**config.mk**
```make
export PLATFORM = sky130hd
export DESIGN_NAME = int_cluster
export DESIGN_NICKNAME = d
export VERILOG_FILES = /design/src/rtl/int_cluster_pkg.sv /design/src/rtl/int_cluster_ctrl.sv /design/src/rtl/int_cluster_dp.sv /design/src/rtl/int_cluster.sv
export SDC_FILE = /design/constraint.sdc
export NUM_CORES = 2
export LEC_CHECK = 0
export BUFFER_PORTS_ARGS = -buffer_cell sky130_fd_sc_hd__buf_2
export CAP_MARGIN = 10
export CORE_MARGIN = 5
export CORE_UTILIZATION = 30
export CTS_CLUSTER_DIAMETER = 60
export CTS_CLUSTER_SIZE = 25
export DETAILED_ROUTE_END_ITERATION = 10
export GPL_TIMING_DRIVEN = 0
export PLACE_DENSITY = 0.56
export REMOVE_ABC_BUFFERS = 1
export SLEW_MARGIN = 0
export SYNTH_ARGS = -nofsm -noshare
export SYNTH_HDL_FRONTEND = slang
export SYNTH_SLANG_ARGS = --single-unit
export TNS_END_PERCENT = 50
```
**constraint.sdc**
```tcl
create_clock -name clk -period 8 [get_ports clk]
set_input_delay 0.4 -clock clk [delete_from_list [all_inputs] [get_ports clk]]
set_output_delay 0.4 -clock clk [all_outputs]
set_load 0.1 [all_outputs]
```
**src/rtl/int_cluster_pkg.sv**
```systemverilog
package int_cluster_pkg;
  localparam int XLEN = 32;
  localparam int TAG_W = 6;
  localparam int SIMPLE_LANES = 3;
  localparam int CX_DEPTH = 2;
  localparam int CX_PTR_W = $clog2(CX_DEPTH);
  localparam int CX_LAT = 4;
  localparam int DIV_CYCLES = 16;

  typedef enum logic [2:0] {
    OP_ADD = 3'd0, OP_SUB = 3'd1, OP_AND = 3'd2, OP_OR = 3'd3,
    OP_XOR = 3'd4, OP_MUL = 3'd5, OP_DIV = 3'd6, OP_XNOR = 3'd7
  } opClass_t;

  typedef struct packed {
    opClass_t cls;
    logic [XLEN-1:0] a;
    logic [XLEN-1:0] b;
    logic [TAG_W-1:0] tag;
    logic setFlags;
  } uop_t;

  typedef struct packed {
    logic [XLEN-1:0] lo;
    logic [XLEN-1:0] hi;
    logic [TAG_W-1:0] tag;
    logic setFlags;
  } cxRes_t;

  // strobes from control to datapath
  typedef struct packed {
    logic [SIMPLE_LANES-1:0] simpleLoad;
    logic [SIMPLE_LANES-1:0] simpleGrant;
    logic cxPush;
    logic [CX_PTR_W-1:0] cxWrSel;
    logic [CX_PTR_W-1:0] cxRdSel;
    logic pipeIssue;
    logic divStart;
    logic divStep;
    logic wbFromPipe;
    logic wbFromDiv;
  } strobes_t;

  function automatic logic [XLEN-1:0] simpleAlu(opClass_t c, logic [XLEN-1:0] a, logic [XLEN-1:0] b);
    case (c)
      OP_ADD:  return a + b;
      OP_SUB:  return a - b;
      OP_AND:  return a & b;
      OP_OR:   return a | b;
      default: return a ^ b;
    endcase
  endfunction
endpackage

```
**src/rtl/int_cluster_ctrl.sv**
```systemverilog
module int_cluster_ctrl
  import int_cluster_pkg::*;
(
  input  logic     clk,
  input  logic     rstN,
  input  logic     dispValid,
  input  opClass_t dispClass,
  input  logic     headIsDiv,
  output strobes_t st,
  output logic     simpleReady,
  output logic     complexReady
);
  localparam int CNT_W = $clog2(CX_DEPTH + 1);
  localparam int DCNT_W = $clog2(DIV_CYCLES + 1);

  logic [SIMPLE_LANES-1:0] simpleBusy, freePick, grantPick;
  logic [CNT_W-1:0] cxCount;
  logic [CX_PTR_W-1:0] wrPtr, rdPtr;
  logic [CX_LAT-1:0] pipeValid;
  logic divBusy, divDone;
  logic [DCNT_W-1:0] divCnt;
  logic isSimple, issue, cxDone;

  always_comb begin
    isSimple = dispClass inside {OP_ADD, OP_SUB, OP_AND, OP_OR, OP_XOR};
    cxDone = pipeValid[CX_LAT-1] | divDone;
    freePick = '0;
    grantPick = '0;
    for (int i = SIMPLE_LANES - 1; i >= 0; i--) begin
      if (!simpleBusy[i]) begin
        freePick = '0;
        freePick[i] = 1'b1;
      end
      if (simpleBusy[i] && !cxDone) begin
        grantPick = '0;
        grantPick[i] = 1'b1;
      end
    end
    simpleReady = ~&simpleBusy;
    complexReady = cxCount != CNT_W'(CX_DEPTH);
    issue = (cxCount != '0) && !divBusy && !divDone && (!headIsDiv || pipeValid == '0);

    st.simpleLoad  = (dispValid && isSimple) ? freePick : '0;
    st.simpleGrant = grantPick;
    st.cxPush      = dispValid && !isSimple && complexReady;
    st.cxWrSel     = wrPtr;
    st.cxRdSel     = rdPtr;
    st.pipeIssue   = issue && !headIsDiv;
    st.divStart    = issue && headIsDiv;
    st.divStep     = divBusy;
    st.wbFromPipe  = pipeValid[CX_LAT-1];
    st.wbFromDiv   = divDone;
  end

  always_ff @(posedge clk or negedge rstN) begin
    if (!rstN) begin
      simpleBusy <= '0;
      cxCount <= '0;
      wrPtr <= '0;
      rdPtr <= '0;
      pipeValid <= '0;
      divBusy <= 1'b0;
      divDone <= 1'b0;
      divCnt <= '0;
    end else begin
      simpleBusy <= (simpleBusy & ~grantPick) | st.simpleLoad;
      cxCount <= cxCount + CNT_W'(st.cxPush) - CNT_W'(issue);
      if (st.cxPush) wrPtr <= wrPtr + 1'b1;
      if (issue) rdPtr <= rdPtr + 1'b1;
      pipeValid <= {pipeValid[CX_LAT-2:0], st.pipeIssue};
      divDone <= 1'b0;
      if (st.divStart) begin
        divBusy <= 1'b1;
        divCnt <= DCNT_W'(DIV_CYCLES);
      end else if (divBusy) begin
        divCnt <= divCnt - 1'b1;
        if (divCnt == DCNT_W'(1)) begin
          divBusy <= 1'b0;
          divDone <= 1'b1;
        end
      end
    end
  end

  // divide span counter used only by the checks below
  logic [DCNT_W:0] divAge;
  always_ff @(posedge clk or negedge rstN) begin
    if (!rstN) divAge <= '0;
    else if (st.divStart) divAge <= '0;
    else if (divBusy) divAge <= divAge + 1'b1;
  end


  div_span_chk: assert property (@(posedge clk) disable iff (!rstN)
    $fell(divBusy) |-> divAge == (DCNT_W + 1)'(DIV_CYCLES));


  div_solo_chk: assert property (@(posedge clk) disable iff (!rstN)
    divBusy |-> (pipeValid == '0) && !st.pipeIssue);


  cx_full_hold_chk: assert property (@(posedge clk) disable iff (!rstN)
    (cxCount == CNT_W'(CX_DEPTH) && !issue) |=> cxCount == CNT_W'(CX_DEPTH));


  cx_one_source_chk: assert property (@(posedge clk) disable iff (!rstN)
    !(pipeValid[CX_LAT-1] && divDone));
endmodule

```
**src/rtl/int_cluster_dp.sv**
```systemverilog
module int_cluster_dp
  import int_cluster_pkg::*;
(
  input  logic              clk,
  input  logic              rstN,
  input  strobes_t          st,
  input  uop_t              dispUop,
  output logic              headIsDiv,
  output logic              wbValid,
  output logic [TAG_W-1:0]  wbTag,
  output logic [XLEN-1:0]   wbData,
  output logic [XLEN-1:0]   wbHigh,
  output logic              flagWrite,
  output logic [TAG_W-1:0]  flagTag,
  output logic [1:0]        flagBits
);
  localparam int DIV_PER_CYC = XLEN / DIV_CYCLES;

  logic [SIMPLE_LANES-1:0][XLEN-1:0]  simpleRes;
  logic [SIMPLE_LANES-1:0][TAG_W-1:0] simpleTagV;
  logic [SIMPLE_LANES-1:0]            simpleSetFV;

  for (genvar g = 0; g < SIMPLE_LANES; g++) begin : gSimple
    uop_t slot;
    always_ff @(posedge clk) begin
      if (st.simpleLoad[g]) slot <= dispUop;
    end
    assign simpleRes[g]   = simpleAlu(slot.cls, slot.a, slot.b);
    assign simpleTagV[g]  = slot.tag;
    assign simpleSetFV[g] = slot.setFlags;
  end

  // complex station and pipeline
  uop_t cxSlot [CX_DEPTH];
  uop_t head;
  cxRes_t pipeStage [CX_LAT];
  cxRes_t issueRes;
  logic [2*XLEN-1:0] prod;

  always_ff @(posedge clk) begin
    if (st.cxPush) cxSlot[st.cxWrSel] <= dispUop;
  end

  always_comb begin
    head = cxSlot[st.cxRdSel];
    headIsDiv = head.cls == OP_DIV;
    prod = (2*XLEN)'(head.a) * (2*XLEN)'(head.b);
    issueRes.lo = (head.cls == OP_MUL) ? prod[XLEN-1:0] : ~(head.a ^ head.b);
    issueRes.hi = (head.cls == OP_MUL) ? prod[2*XLEN-1:XLEN] : '0;
    issueRes.tag = head.tag;
    issueRes.setFlags = head.setFlags;
  end

  always_ff @(posedge clk) begin
    pipeStage[0] <= issueRes;
    for (int k = 1; k < CX_LAT; k++) pipeStage[k] <= pipeStage[k-1];
  end

  // restoring divider, DIV_PER_CYC bits per step
  logic [XLEN:0]     divRem, remNext;
  logic [XLEN-1:0]   divQuo, quoNext, divDen;
  logic [TAG_W-1:0]  divTag;
  logic              divSetF;

  always_comb begin
    remNext = divRem;
    quoNext = divQuo;
    for (int s = 0; s < DIV_PER_CYC; s++) begin
      remNext = {remNext[XLEN-1:0], quoNext[XLEN-1]};
      quoNext = {quoNext[XLEN-2:0], 1'b0};
      if (remNext >= {1'b0, divDen}) begin
        remNext = remNext - {1'b0, divDen};
        quoNext[0] = 1'b1;
      end
    end
  end

  always_ff @(posedge clk) begin
    if (st.divStart) begin
      divRem <= '0;
      divQuo <= head.a;
      divDen <= head.b;
      divTag <= head.tag;
      divSetF <= head.setFlags;
    end else if (st.divStep) begin
      divRem <= remNext;
      divQuo <= quoNext;
    end
  end

  // writeback register and trailing finish stage
  logic wbSetF;
  always_ff @(posedge clk or negedge rstN) begin
    if (!rstN) begin
      wbValid <= 1'b0;
      wbTag <= '0;
      wbData <= '0;
      wbHigh <= '0;
      wbSetF <= 1'b0;
      flagWrite <= 1'b0;
      flagTag <= '0;
      flagBits <= '0;
    end else begin
      flagWrite <= wbValid & wbSetF;
      flagTag <= wbTag;
      flagBits <= {wbData == '0, wbData[XLEN-1]};
      wbValid <= st.wbFromPipe | st.wbFromDiv | (|st.simpleGrant);
      if (st.wbFromPipe) begin
        wbTag <= pipeStage[CX_LAT-1].tag;
        wbData <= pipeStage[CX_LAT-1].lo;
        wbHigh <= pipeStage[CX_LAT-1].hi;
        wbSetF <= pipeStage[CX_LAT-1].setFlags;
      end else if (st.wbFromDiv) begin
        wbTag <= divTag;
        wbData <= divQuo;
        wbHigh <= divRem[XLEN-1:0];
        wbSetF <= divSetF;
      end else begin
        for (int i = 0; i < SIMPLE_LANES; i++) begin
          if (st.simpleGrant[i]) begin
            wbTag <= simpleTagV[i];
            wbData <= simpleRes[i];
            wbHigh <= '0;
            wbSetF <= simpleSetFV[i];
          end
        end
      end
    end
  end


  flag_after_wb_chk: assert property (@(posedge clk) disable iff (!rstN)
    flagWrite |-> $past(wbValid) && flagTag == $past(wbTag));


  wb_cx_grant_chk: assert property (@(posedge clk) disable iff (!rstN)
    (st.wbFromPipe || st.wbFromDiv) |=> wbValid);


  wb_simple_grant_chk: assert property (@(posedge clk) disable iff (!rstN)
    (|st.simpleGrant) |=> wbValid);
endmodule

```
**src/rtl/int_cluster.sv**
```systemverilog
module int_cluster
  import int_cluster_pkg::*;
(
  input  logic              clk,
  input  logic              rstN,
  input  logic              dispValid,
  input  logic [2:0]        dispClass,
  input  logic [XLEN-1:0]   dispSrcA,
  input  logic [XLEN-1:0]   dispSrcB,
  input  logic [TAG_W-1:0]  dispTag,
  input  logic              dispSetFlags,
  output logic              simpleReady,
  output logic              complexReady,
  output logic              wbValid,
  output logic [TAG_W-1:0]  wbTag,
  output logic [XLEN-1:0]   wbData,
  output logic [XLEN-1:0]   wbHigh,
  output logic              flagWrite,
  output logic [TAG_W-1:0]  flagTag,
  output logic [1:0]        flagBits
);
  strobes_t st;
  uop_t dispUop;
  logic headIsDiv;

  assign dispUop = '{cls: opClass_t'(dispClass), a: dispSrcA, b: dispSrcB,
                     tag: dispTag, setFlags: dispSetFlags};

  int_cluster_ctrl u_ctrl (
    .clk(clk), .rstN(rstN), .dispValid(dispValid), .dispClass(opClass_t'(dispClass)),
    .headIsDiv(headIsDiv), .st(st), .simpleReady(simpleReady), .complexReady(complexReady)
  );

  int_cluster_dp u_dp (
    .clk(clk), .rstN(rstN), .st(st), .dispUop(dispUop), .headIsDiv(headIsDiv),
    .wbValid(wbValid), .wbTag(wbTag), .wbData(wbData), .wbHigh(wbHigh),
    .flagWrite(flagWrite), .flagTag(flagTag), .flagBits(flagBits)
  );
endmodule

```
==> impl_metrics.ini <==
[synthesis]
synth-simple-area-share = 0.114
netlist.top_cell.by_area = fa_1
synth_compound_area_frac = 0.107
synth_area_leaders = fa_1, edfxtp_1, ha_1, dfxtp_1, inv_1
synth_fa_ha_area_frac = 0.352
synthDistinctLibCells = 92
synthFlopType = edfxtp_1
synth_edf_count = 441
yosysTopAreaCellShare = 0.243
synth-seq-cells = 856
syn_inst = 7616
synth_top_family_by_area = adder cells
syn_area_um2 = 74300
ys_seq_area_frac = 0.297
async_flop_share = 0.116
yosys_warnings = 0
synth.avg_cell_area_um2 = 9.75
synthMuxAreaShare = 0.0168
synth_xor_area_frac = 0.0335

[layout]
final_cell_mix = inv_1, fa_1, nor2_1, nand2_1, ha_1
drive_gt1_frac = 0.153
syn2layout_area_growth_pct = 22.1
final_cells = 11500
fillers = 24100
layout_commonest_cell = inv_1
nNetsFinal = 9735

[global_route]
antenna_found_initial = 18
grt_max_degree = 73
track_usage = 0.207
grt_remaining_overflow = 0
grt_pass1_vias = 61500
grt_pass1_wl_mm = 401

[timing]
post-route-period-util = 1.09
hold_viol = 0
slew_headroom = 0.248
tightest_slew_ns = 1.12
rsz0062_at_grt = true
min_period_ns = 8.70
setup_violations = 37
timing.fmax_mhz = 115
maxSlewViolCount = 0
finalWorstSetupSlack_ns = -0.702
fin_skew_ns = 0.0507

[clock_network]
cts.sinks = 856
cts_buffers = 70
clk_path_buf_depth = 3
cts_htree_levels = 3
cts_root_buf = clkbuf_16
cts_tree = done
path_clk_slew_ns = 0.10
clk_latency_ns = 0.74

[worst_setup_path]
r2r_slack_ns = -0.70
worstSetupStartpointType = register
slowest_delay_ns = 0.61
critical_path.slowest_cell = fa_1
end_kind = register
cp.arrival_ns = 9.30
worstPathRequired_ns = 8.60
criticalPathCategory = register to register
cpMostUsedCell = fa_1
critPathMaxFanout = 7

[floorplanning]
ios = 159
rows = 182
initial_utilization = 0.302
die_w_um = 508
die_area_um2 = 258000
fp.coreArea_um2 = 246000
die_h_um = 508

[place]
port_buffers = 158
place_congestion = 0.924
dp_cells = 10900
hpwl_mm = 199

[route]
postRouteAntennaNets = 0
drt-initial-drc-count = 5255
finalWirelength_mm = 271
viasPerCell = 5.14
first_pass_iters = 5
drc = 0
wl_per_cell_um = 23.6
vias = 59000

[status]
status = complete, but fails checks
violations = setup timing

[run]
cap_violations = 0

[worst_hold_path]
worst_hold_path_type = input pin to register
-- worst max-delay path: cells and delay by family, from the launching register on --
family,cells,cell delay (ns)
flip-flops,1,0.56
XOR/XNOR,1,0.17
buffers and inverters,9,1.29
AND/OR/NAND/NOR,6,0.84
adder cells (fa/ha/maj),9,4.30
AO/OA/AOI/OAI,5,1.15
multiplexers,1,0.25
-- metal layers --
layer	vias to the layer above	GRT usage	routed length, um
li1	25800	-	-
met1	29900	0.268	109000
met2	2726	0.332	122000
met3	555	0.0437	24600
met4	6	0.0956	14500
met5	-	0	39
-- final timing paths --
path,startpoint,end,depth (start not counted)
max,u_ctrl.rdPtr,u_dp.pipeStage[0][36],31
min,dispSrcB[3],u_dp.gSimple[2].slot[10],1
max reg2reg,u_ctrl.rdPtr,u_dp.pipeStage[0][36],31
min reg2reg,u_dp.pipeStage[2][51],u_dp.pipeStage[3][51],0
max in group asynchronous,rstN,u_dp.wbData[15],3
min in group asynchronous,rstN,u_dp.flagTag[4],2
-- kinds of logic after synthesis --
kind of cell / Yosys count
xor+xnor: 284
flops: 856
mux: 122
fa+ha+maj: 1552
compound gates: 1243
simple gates: 2013
buf+inv: 1546
-- final cells by class --
class                           count  area, um^2  area share
Multi-Input combinational cell   5214       48700       0.537
Timing Repair inverter              4        30.0    0.000331
Clock buffer                       78        1800      0.0199
Clock inverter                     52         893     0.00985
Antenna cell                       11        27.5    0.000303
Sequential cell                   856       22100       0.243
Tap cell                         3312        4140      0.0457
Inverter                         1216        4910      0.0541
Timing Repair Buffer              744        8170      0.0900
-- flip-flops by register name (all words and copies together) (netlist names), 2 cells and up --
| register | cells |
|---|---|
| u_dp.divDen | 32 |
| u_ctrl.pipeValid | 4 |
| u_dp.wbData | 32 |
| u_dp.cxSlot | 148 |
| u_dp.wbTag | 6 |
| u_dp.divTag | 6 |
| u_dp.gSimple.slot | 222 |
| u_ctrl.divCnt | 5 |
| u_dp.divRem | 32 |
| u_dp.wbHigh | 32 |
| u_dp.pipeStage | 284 |
| u_ctrl.cxCount | 2 |
| u_ctrl.simpleBusy | 3 |
| u_dp.flagBits | 2 |
| u_dp.flagTag | 6 |
| u_dp.divQuo | 32 |
-- what timing repair did --
action / in CTS / in global routing
buffers inserted: 317 / 80
hold buffers: 70 / 0
setup endpoints to repair: 55 / 45
resized for setup: 410 / 151
endpoints found under the hold margin: 329 / 0
gates cloned: 11 / 2
pin swaps: 134 / 124
-- cells in the mapped netlist (99+ instances only) --
library cell / n
nor2_1: 857
xnor2_1: 212
clkbuf_1: 283
inv_1: 1185
edfxtp_1: 441
dfxtp_1: 316
dfrtp_1: 99
fa_1: 901
mux2i_1: 101
ha_1: 651
o21ai_0: 291
nand2_1: 768
a21oi_1: 335
-- stage by stage --
| stage | instance area, um^2 | utilization | worst slack [ns] | hold slack [ns] | setup TNS, ns |
|---|---|---|---|---|---|
| after floorplan | 73000 | - | -2.75 | 0.104 | -110.52 |
| after global placement | 77900 | 0.316 | -13.53 | 0.310 | -1491.27 |
| after detailed placement | 81200 | 0.330 | -3.81 | 0.312 | -138.47 |
| after CTS | 89400 | 0.363 | -0.641 | 0.00298 | -10.19 |
| after global routing | 90700 | 0.368 | -0.865 | 0.0279 | -19.70 |
| final | 90700 | 0.369 | -0.702 | 0.0427 | -13.71 |
Power is left out: the tool's default activity adds up to more than one toggle a clock period on the data nets, which glitch-free logic cannot reach.
